$ cat src/rtl/bbr_pkg.sv
package bbr_pkg;

   typedef enum logic [1:0] {
      MODE_PASS = 2'd0,
      MODE_KEEP = 2'd1,
      MODE_LOAD = 2'd2,
      MODE_TEST = 2'd3
   } bbr_mode_e;

   function automatic bbr_mode_e bbr_pick_mode(input logic tst,
                                               input logic le,
                                               input logic rise);
      if (tst)       return MODE_TEST;
      else if (le)   return MODE_PASS;
      else if (rise) return MODE_LOAD;
      else           return MODE_KEEP;
   endfunction

endpackage

$ cat src/rtl/bbr_edge_det.sv
module bbr_edge_det #(
   parameter int SYNC_STAGES = 2
) (
   input  logic clk,
   input  logic rst_n,
   input  logic ck_in,
   output logic rise
);

   logic lvl;
   logic prev_q;

   generate
      if (SYNC_STAGES == 0) begin : g_direct
         assign lvl = ck_in;
      end else begin : g_sync
         logic [SYNC_STAGES-1:0] sync_q;
         always_ff @(posedge clk or negedge rst_n) begin
            if (!rst_n) begin
               sync_q <= '1;
            end else begin
               sync_q[0] <= ck_in;
               for (int i = 1; i < SYNC_STAGES; i++) begin
                  sync_q[i] <= sync_q[i-1];
               end
            end
         end
         assign lvl = sync_q[SYNC_STAGES-1];
      end
   endgenerate

   // Previous level resets high: a clock held high across reset is no edge.
   always_ff @(posedge clk or negedge rst_n) begin
      if (!rst_n) prev_q <= 1'b1;
      else        prev_q <= lvl;
   end

   assign rise = lvl & ~prev_q;

   // a detected rising edge lasts exactly one system cycle.
   a_r4_single_pulse: assert property (@(posedge clk) disable iff (!rst_n)
      rise |=> !rise);

   // a falling level is never reported as an edge.
   a_r9_no_fall_edge: assert property (@(posedge clk) disable iff (!rst_n)
      (prev_q && !lvl) |-> !rise);

endmodule

$ cat src/rtl/bbr_dir_stage.sv
module bbr_dir_stage
   import bbr_pkg::*;
#(
   parameter int W = 9
) (
   input  logic         clk,
   input  logic         rst_n,
   input  logic [W-1:0] din,
   input  logic         le,
   input  logic         ck_rise,
   input  logic         oe_n,
   input  logic         tst,
   input  logic [W-1:0] tst_val,
   output logic [W-1:0] dout,
   output logic         drv_en
);

   bbr_mode_e    mode;
   logic [W-1:0] store_q;

   assign mode = bbr_pick_mode(tst, le, ck_rise);

   always_ff @(posedge clk or negedge rst_n) begin
      if (!rst_n) begin
         store_q <= '0;
      end else begin
         case (mode)
            MODE_PASS, MODE_LOAD: store_q <= din;
            default:              store_q <= store_q;
         endcase
      end
   end

   always_comb begin
      case (mode)
         MODE_TEST: dout = tst_val;
         MODE_PASS: dout = din;
         default:   dout = store_q;
      endcase
   end

   assign drv_en = tst | ~oe_n;

   // an opaque element without a clock edge keeps its word.
   a_r3_hold: assert property (@(posedge clk) disable iff (!rst_n)
      (!tst && !le && !ck_rise) |=> (store_q == $past(store_q)));

   // test mode leaves the stored word untouched.
   a_r8_frozen: assert property (@(posedge clk) disable iff (!rst_n)
      tst |=> (store_q == $past(store_q)));

   // an edge while opaque captures the input.
   a_r4_load: assert property (@(posedge clk) disable iff (!rst_n)
      (!tst && !le && ck_rise) |=> (store_q == $past(din)));

endmodule

$ cat src/rtl/bidir_bus_reg.sv
module bidir_bus_reg #(
   parameter int W           = 9,
   parameter int SYNC_STAGES = 2
) (
   input  logic         clk,
   input  logic         rst_n,
   input  logic [W-1:0] a_in,
   input  logic [W-1:0] b_in,
   input  logic         oe_ab_n,
   input  logic         le_ab,
   input  logic         ck_ab,
   input  logic         oe_ba_n,
   input  logic         le_ba,
   input  logic         ck_ba,
   input  logic         test_en,
   input  logic [W-1:0] test_a,
   input  logic [W-1:0] test_b,
   output logic [W-1:0] b_out,
   output logic         b_oe,
   output logic [W-1:0] a_out,
   output logic         a_oe
);

   localparam int NDIR = 2;   // index 0: A-to-B, index 1: B-to-A

   generate
      if (W < 1) begin : g_bad_width
         $error("bidir_bus_reg: W must be at least 1");
      end
      if (SYNC_STAGES < 0 || SYNC_STAGES > 4) begin : g_bad_sync
         $error("bidir_bus_reg: SYNC_STAGES must lie in 0..4");
      end
   endgenerate

   logic [W-1:0] din_v  [NDIR];
   logic [W-1:0] tval_v [NDIR];
   logic [W-1:0] dout_v [NDIR];
   logic         le_v   [NDIR];
   logic         ck_v   [NDIR];
   logic         oen_v  [NDIR];
   logic         rise_v [NDIR];
   logic         drv_v  [NDIR];

   assign din_v[0]  = a_in;    assign din_v[1]  = b_in;
   assign tval_v[0] = test_b;  assign tval_v[1] = test_a;
   assign le_v[0]   = le_ab;   assign le_v[1]   = le_ba;
   assign ck_v[0]   = ck_ab;   assign ck_v[1]   = ck_ba;
   assign oen_v[0]  = oe_ab_n; assign oen_v[1]  = oe_ba_n;

   generate
      for (genvar d = 0; d < NDIR; d++) begin : g_dir
         bbr_edge_det #(.SYNC_STAGES(SYNC_STAGES)) u_edge (
            .clk   (clk),
            .rst_n (rst_n),
            .ck_in (ck_v[d]),
            .rise  (rise_v[d])
         );
         bbr_dir_stage #(.W(W)) u_stage (
            .clk     (clk),
            .rst_n   (rst_n),
            .din     (din_v[d]),
            .le      (le_v[d]),
            .ck_rise (rise_v[d]),
            .oe_n    (oen_v[d]),
            .tst     (test_en),
            .tst_val (tval_v[d]),
            .dout    (dout_v[d]),
            .drv_en  (drv_v[d])
         );
      end
   endgenerate

   assign b_out = dout_v[0];
   assign b_oe  = drv_v[0];
   assign a_out = dout_v[1];
   assign a_oe  = drv_v[1];

   // transparent paths follow their inputs.
   a_r2_pass_ab: assert property (@(posedge clk) disable iff (!rst_n)
      (!test_en && le_ab) |-> (b_out == a_in));
   a_r2_pass_ba: assert property (@(posedge clk) disable iff (!rst_n)
      (!test_en && le_ba) |-> (a_out == b_in));

   // drive enables track the active-low output enables.
   a_r6_enables: assert property (@(posedge clk) disable iff (!rst_n)
      !test_en |-> ((b_oe == !oe_ab_n) && (a_oe == !oe_ba_n)));

   // test mode owns both buses.
   a_r8_override: assert property (@(posedge clk) disable iff (!rst_n)
      test_en |-> ((b_out == test_b) && (a_out == test_a) && b_oe && a_oe));

endmodule

$ cat config.mk
export PLATFORM = sky130hd
export DESIGN_NAME = bidir_bus_reg
export DESIGN_NICKNAME = d
export VERILOG_FILES = /design/src/rtl/bbr_pkg.sv /design/src/rtl/bbr_edge_det.sv /design/src/rtl/bbr_dir_stage.sv /design/src/rtl/bidir_bus_reg.sv
export SDC_FILE = /design/constraint.sdc
export NUM_CORES = 1
export LEC_CHECK = 0
export ABC_AREA = 1
export BUFFER_PORTS_ARGS = -buffer_cell sky130_fd_sc_hd__buf_2
export CAP_MARGIN = 15
export CORE_MARGIN = 1.5
export CORE_UTILIZATION = 44
export DETAILED_ROUTE_END_ITERATION = 12
export PLACE_DENSITY_LB_ADDON = 0.15
export SLEW_MARGIN = 5
export SYNTH_ARGS = -nofsm -noshare
export SYNTH_HDL_FRONTEND = slang
export SYNTH_SLANG_ARGS = --single-unit
$ cat constraint.sdc
create_clock -name clk -period 1.56 [get_ports clk]
set_clock_uncertainty 0.15 [all_clocks]
set_input_delay 0.156 -clock clk [delete_from_list [all_inputs] [get_ports clk]]
set_output_delay 0.156 -clock clk [all_outputs]
set_load 0.01 [all_outputs]
==> impl_metrics.tcl, run 1 <==
set metrics [dict create \
    crit_top_cell "buf_2" \
    cts_max_level 1 \
    remaining_drc_errors 0 \
    critPathMaxStageDelay_ns 0.53 \
    ys_seq_area_share_pct 44.8 \
    cts_max_path_buffers 2 \
    cts_num_sinks 24 \
    fill_cells 242 \
    routed_wl_um 3450 \
    power_frac_clock_pct 28.3 \
    worstPathArrival_ns 1.10 \
    p_sw_w 0.000431 \
    synthFlopType "dfrtp_1" \
    fmaxAchievable_mhz 712 \
    clk_pin_slew_ns 0.13 \
    rsz0062_at_grt "no" \
    stdcell_area_mm2 0.00195 \
    antenna_left 0 \
    yosysMostFrequentCell "nand2_1" \
    leakagePower_nw 1.08 \
    overflow 0 \
    antennaDiodeCount 0 \
    dr.max_layer_used "met4" \
    synth-seq-cells 24 \
    nets 308 \
    placed_cell_area_mm2 0.00169 \
    vias_per_cell 4.94 \
    ys_warn_count 0 \
    relSlewSlack_pct 65.7 \
    wl_per_cell_um 11.8 \
    hold_viol 0 \
    grt_pass1_wl_um 5720 \
    die_w_um 58.5 \
    worstPathRequired_ns 1.25 \
    maxCapViolations 0 \
    design.die.area_mm2 0.00342 \
    area_growth_pct 44.1 \
    power_frac_comb_pct 25.2 \
    cpMaxStageDelayCell "dlygate4sd3_1" \
    synth_top_area_share_pct 33.2 \
    vias 1446 \
    wl_met1_um 1530 \
    post-route-period-util_pct 90.0 \
    worst_slew_pin_slew_ns 0.514 \
    p_sw_share_pct 27.4 \
    place.gp.congestion 0.758 \
    met2_length_um 1700 \
    antenna_found_initial 0 \
    multi_input_area_um2 661 \
    drt_iter0_markers 75 \
    dieHeight_um 58.5 \
    core_mm2 0.00283 \
    cts_tree "built" \
    final_util_pct 69.1 \
    port-buffer-count 64 \
    synth.avg_cell_area_um2 7.84 \
    path_cells "dlygate4sd3_1 -> buf_2 -> nand2_1 -> nand3_1 -> buf_2" \
    rows 19 \
    track_usage_pct 21.4 \
    grt_start_max_net_pins 25 \
    cp_max_fo 2 \
    synth_cell_type_count 13 \
    layoutNonFillerInstCount 293 \
    min_period_ns 1.40 \
    synth.area.top_cells "dfrtp_1 33%, nand2_1 20%, nand3_1 18%" \
    synth_top_cell_by_area "dfrtp_1" \
    dp_cells 268 \
    cts_hold_repair.buffers 21 \
    cts_root_buffer "clkbuf_4" \
    start_util_pct 47.9 \
    cts-buffers-inserted 3 \
    internal_power_w 0.00114 \
    slew_viol_final 0 \
    postCtsSetupRepairBufs 0 \
    synthArstFlopShare_pct 100 \
    seqPwrFrac_pct 46.5 \
    synth_cells 173 \
    drive_gt1_share_pct 37.0 \
    first_pass_iters 4 \
    criticalPathCategory "input port to output pin" \
    status "completed" \
    grt_pass1_vias 1284 \
    regArea_um2 608 \
    ys_top_cells_by_count "73 x nand2_1, 49 x nand3_1, 18 x dfrtp_1" \
    hp-class "input port to register" \
    setup_violations 0 \
    crit_path_end_kind "output pin" \
    peakVddDrop_v 0.000835 \
    synth_edf_count 0 \
    io_pins 65 \
    cts_resized 0 \
    p_per_area_mw_per_mm2 805 \
    clk-insertion-delay-late_ns 0.31 \
    worstSetupStartpointType "input port" \
    syn-cell-area_mm2 0.00136 \
    wl_met3_um 205 \
    synth_nets 218 \
    fin_setup_tns_ns 0 \
    hpwl_um 2370 \
]
[power by group through the flow]
stage / sequential [W] / clock [W] / combinational, W
after global placement: 0.000743 / 0 / 0.000352
after global routing: 0.000740 / 0.000482 / 0.000444
final: 0.000732 / 0.000446 / 0.000396
after detailed placement: 0.000744 / 0 / 0.000356
after floorplan: 0.000734 / 0 / 0.000210
after CTS: 0.000732 / 0.000452 / 0.000397
[final timing paths]
kind	from	to	slack, ns	cells past startpoint
min	le_ab	g_dir[0].u_stage.store_q[4]	0.09	4
max in group asynchronous	rst_n	g_dir[0].u_edge.g_sync.sync_q[0]	0.71	2
max reg2reg	g_dir[0].u_edge.prev_q	g_dir[0].u_stage.store_q[5]	0.29	5
min reg2reg	g_dir[0].u_edge.g_sync.sync_q[0]	g_dir[0].u_edge.g_sync.sync_q[1]	0.22	0
max	a_in[5]	b_out[5]	0.16	5
min in group asynchronous	rst_n	g_dir[0].u_stage.store_q[3]	0.18	2
[placed cells by master (no fill, tap or decap), drive strengths merged]
cell type,instances
nor2,2
inv,7
nand3,56
dlygate4sd3,21
nand2,80
buf,68
dfrtp,18
clkbuf,3
dfstp,6
bufinv,1
[area by class of cell]
| type | count | area share (%) |
|---|---|---|
| clock buffer | 3 | 1.15 |
| sequential | 24 | 31.1 |
| timing repair buffer | 89 | 28.7 |
| multi-input combinational | 138 | 33.8 |
| inverter | 7 | 1.73 |
| clock inverter | 1 | 1.54 |
| tap | 31 | 1.98 |
[sequential cells by signal, indices dropped and copies added (netlist names)]
name and flops:
g_dir.u_edge.g_sync.sync_q 4, g_dir.u_edge.prev_q 2, g_dir.u_stage.store_q 18
[worst max-delay path, delay by kind of cell]
kind	cells	cell delay, ns
buffers and inverters	3	0.80
and+or+nand+nor	2	0.14
[cell families after synthesis]
| group | Yosys count | synth area share [%] |
|---|---|---|
| simple gates | 138 | 48.7 |
| flops | 24 | 44.8 |
| buf+inv | 11 | 6.46 |
[routing by layer]
| metal | GRT usage (%) | vias up |
|---|---|---|
| li1 | - | 746 |
| met1 | 29.8 | 655 |
| met2 | 35.8 | 43 |
| met3 | 4.62 | 2 |
| met4 | 1.99 | 0 |
| met5 | 0 | - |
[through the flow]
step           total power (W)  setup WS [ns]  hold WS, ns
2_1_floorplan         0.000944          0.436       -0.290
4_1_cts                0.00158          0.165       0.0857
3_3_place_gp           0.00109          0.183       0.0111
5_1_grt                0.00167         0.0497       0.0887
3_5_place_dp           0.00110          0.175       0.0118
6_report               0.00157          0.156       0.0910
Power figures use the tool's default switching activity.
==> run 2, diff against run 1 <==
--- a/config.mk
+++ b/config.mk
@@ -6,11 +6,11 @@
 export NUM_CORES = 1
 export LEC_CHECK = 0
 export ABC_AREA = 1
-export BUFFER_PORTS_ARGS = -buffer_cell sky130_fd_sc_hd__buf_2
 export CAP_MARGIN = 15
 export CORE_MARGIN = 1.5
 export CORE_UTILIZATION = 44
 export DETAILED_ROUTE_END_ITERATION = 12
+export DONT_BUFFER_PORTS = 1
 export PLACE_DENSITY_LB_ADDON = 0.15
 export SLEW_MARGIN = 5
 export SYNTH_ARGS = -nofsm -noshare
==> impl_metrics.tcl, run 2 (synthesis results as in run 1) <==
set metrics [dict create \
    fin_setup_tns_ns 0 \
    crit_path_end_kind "output pin" \
    vias_per_cell 5.63 \
    largest_register_ffs 18 \
    drive_gt1_share_pct 15.2 \
    cts_tree "built" \
    post-place-ws_ns 0.308 \
    hp-class "input port to register" \
    cp_num_buf_inv 2 \
    peakVddDrop_v 0.000612 \
    dieHeight_um 58.5 \
    antenna_left 0 \
    path_cells "dlygate4sd3_1 -> nand2_4 -> inv_6 -> nand2_1 -> nand3_1" \
    grt_pass1_vias 1222 \
    slew_viol_final 0 \
    most-common-layout-cells "73 x nand2_1, 49 x nand3_1, 24 x dlygate4sd3_1" \
    seqPwrFrac_pct 54.1 \
    layoutNonFillerInstCount 229 \
    nets 244 \
    start_util_pct 47.9 \
    drt_iter0_markers 81 \
    hpwl_um 2160 \
    r2r_end "g_dir[0].u_stage.store_q[7]" \
    overflow 0 \
    postCtsSetupRepairBufs 0 \
    grt_pass1_wl_um 5660 \
    p_per_area_mw_per_mm2 826 \
    cpMaxStageDelayCell "dlygate4sd3_1" \
    io_pins 65 \
    min_to "g_dir[1].u_stage.store_q[1]" \
    maxCapViolations 0 \
    cts_max_path_buffers 2 \
    vias 1289 \
    rsz0062_at_grt "no" \
    port-buffer-count 0 \
    first_pass_iters 4 \
    setup_violations 0 \
    antenna_found_initial 0 \
    remaining_drc_errors 0 \
    cts_max_level 1 \
    power_frac_comb_pct 21.6 \
    hold_path_depth 4 \
    wl_per_cell_um 14.6 \
    internal_power_w 0.000959 \
    rows 19 \
    worstSetupStartpointType "input port" \
    reg.largest.list "g_dir.u_stage.store_q x18, g_dir.u_edge.g_sync.sync_q x4, g_dir.u_edge.prev_q x2" \
    grt_start_max_net_pins 25 \
    cp_max_fo 10 \
    track_usage_pct 21.6 \
    dp_cells 200 \
    worstPathRequired_ns 1.25 \
    p_sw_w 0.000393 \
    cts_root_buffer "clkbuf_4" \
    p_sw_share_pct 29.0 \
    reg2regPathDepth 5 \
    final_common_cell "nand2_1" \
    setup_slack_ns 0.0722 \
    design.die.area_mm2 0.00342 \
    die_w_um 58.5 \
    status "completed" \
    fill_cells 264 \
    worstPathArrival_ns 1.18 \
    criticalPathCategory "input port to output pin" \
    relSlewSlack_pct 54.3 \
    area_growth_pct 20.6 \
    routed_wl_um 3350 \
    power_frac_clock_pct 24.3 \
    min_period_ns 1.49 \
    clk_pin_slew_ns 0.13 \
    hold_viol 0 \
    post-route-period-util_pct 95.4 \
    critPathMaxStageDelay_ns 0.58 \
    critPathTopFamily "buffers and inverters" \
    place.gp.congestion 0.761 \
    finalPower_w 0.00135 \
    r2r_slack_ns 0.27 \
    cts-buffers-inserted 3 \
    hold_path_startpoint "le_ba" \
    worst_slew_pin_slew_ns 0.683 \
    clk-insertion-delay-late_ns 0.31 \
    antennaDiodeCount 0 \
    core_mm2 0.00283 \
    regMostFlops "g_dir.u_stage.store_q" \
    leakagePower_nw 0.817 \
    worstReg2RegStart "g_dir[0].u_edge.prev_q" \
    fmaxAchievable_mhz 672 \
    cts_num_sinks 24 \
]
-- run 2: cell types whose count changed in the layout (fill, tap and decap cells not counted) --
cell	change
bufinv_16	-1
dlygate4sd3_1	+3
inv_6	+1
inv_4	-1
buf_8	+1
buf_2	-64
buf_4	-4
clkbuf_8	+1
-- run 2: layer usage --
metal  track usage (%)  vias to the layer above  wire length (µm)
met1              29.2                      609              1440
met4              6.64                        0                14
met3              5.49                        2               229
met5                 0                        -                 0
met2              34.3                       54              1670
li1                  -                      624                 -
-- run 2: how the worst max path moves through the flow --
stage                                 from                          end  slack (ns)  cells after the start
finish                               le_ab                     b_out[1]        0.07                      5
global route                         le_ab                     b_out[1]        0.02                      5
CTS                                  le_ab                     b_out[1]        0.07                      5
detailed placement  g_dir[0].u_edge.prev_q  g_dir[0].u_stage.store_q[1]        0.31                      5
global placement    g_dir[0].u_edge.prev_q  g_dir[0].u_stage.store_q[2]        0.34                      5
floorplan           g_dir[0].u_edge.prev_q  g_dir[0].u_stage.store_q[0]        0.44                      5
-- run 2: through the flow --
step	hold slack [ns]	instance area, µm²	utilization, %
2_1_floorplan	-0.290	1360	-
3_3_place_gp	-0.289	1340	47.4
3_5_place_dp	-0.289	1340	47.4
4_1_cts	0.0216	1620	57.2
5_1_grt	0.0311	1640	57.8
6_report	0.0271	1640	57.8
-- run 2: power by group through the flow --
stage	Clock, W	Sequential (W)	Combinational (W)
3_5_place_dp	0	0.000743	0.000224
2_1_floorplan	0	0.000734	0.000210
5_1_grt	0.000384	0.000740	0.000328
3_3_place_gp	0	0.000741	0.000219
4_1_cts	0.000344	0.000731	0.000289
6_report	0.000329	0.000731	0.000291
-- run 2: final cells by class --
| type | instances | area, µm² | share of cell area, % |
|---|---|---|---|
| flip-flops and latches | 24 | 608 | 37.2 |
| inverters | 7 | 36.3 | 2.22 |
| well taps | 31 | 38.8 | 2.37 |
| clock buffers | 4 | 36.3 | 2.22 |
| multi-input cells | 138 | 661 | 40.4 |
| repair buffers | 25 | 255 | 15.6 |
-- run 2: worst register-to-register path, cell delays in order, from the launching register on --
cell and delay, ns:
dfstp_2 0.54, inv_1 0.05, nand2_1 0.05, nand2_1 0.20
nand3_1 0.15, nand2_1 0.06
-- run 2: what timing repair did --
| action | CTS | global route |
|---|---|---|
| hold buffers | 24 | 0 |
| endpoints found under the setup margin | 0 | 1 |
| endpoints found under the hold margin | 44 | 0 |
| resized for setup | 0 | 1 |
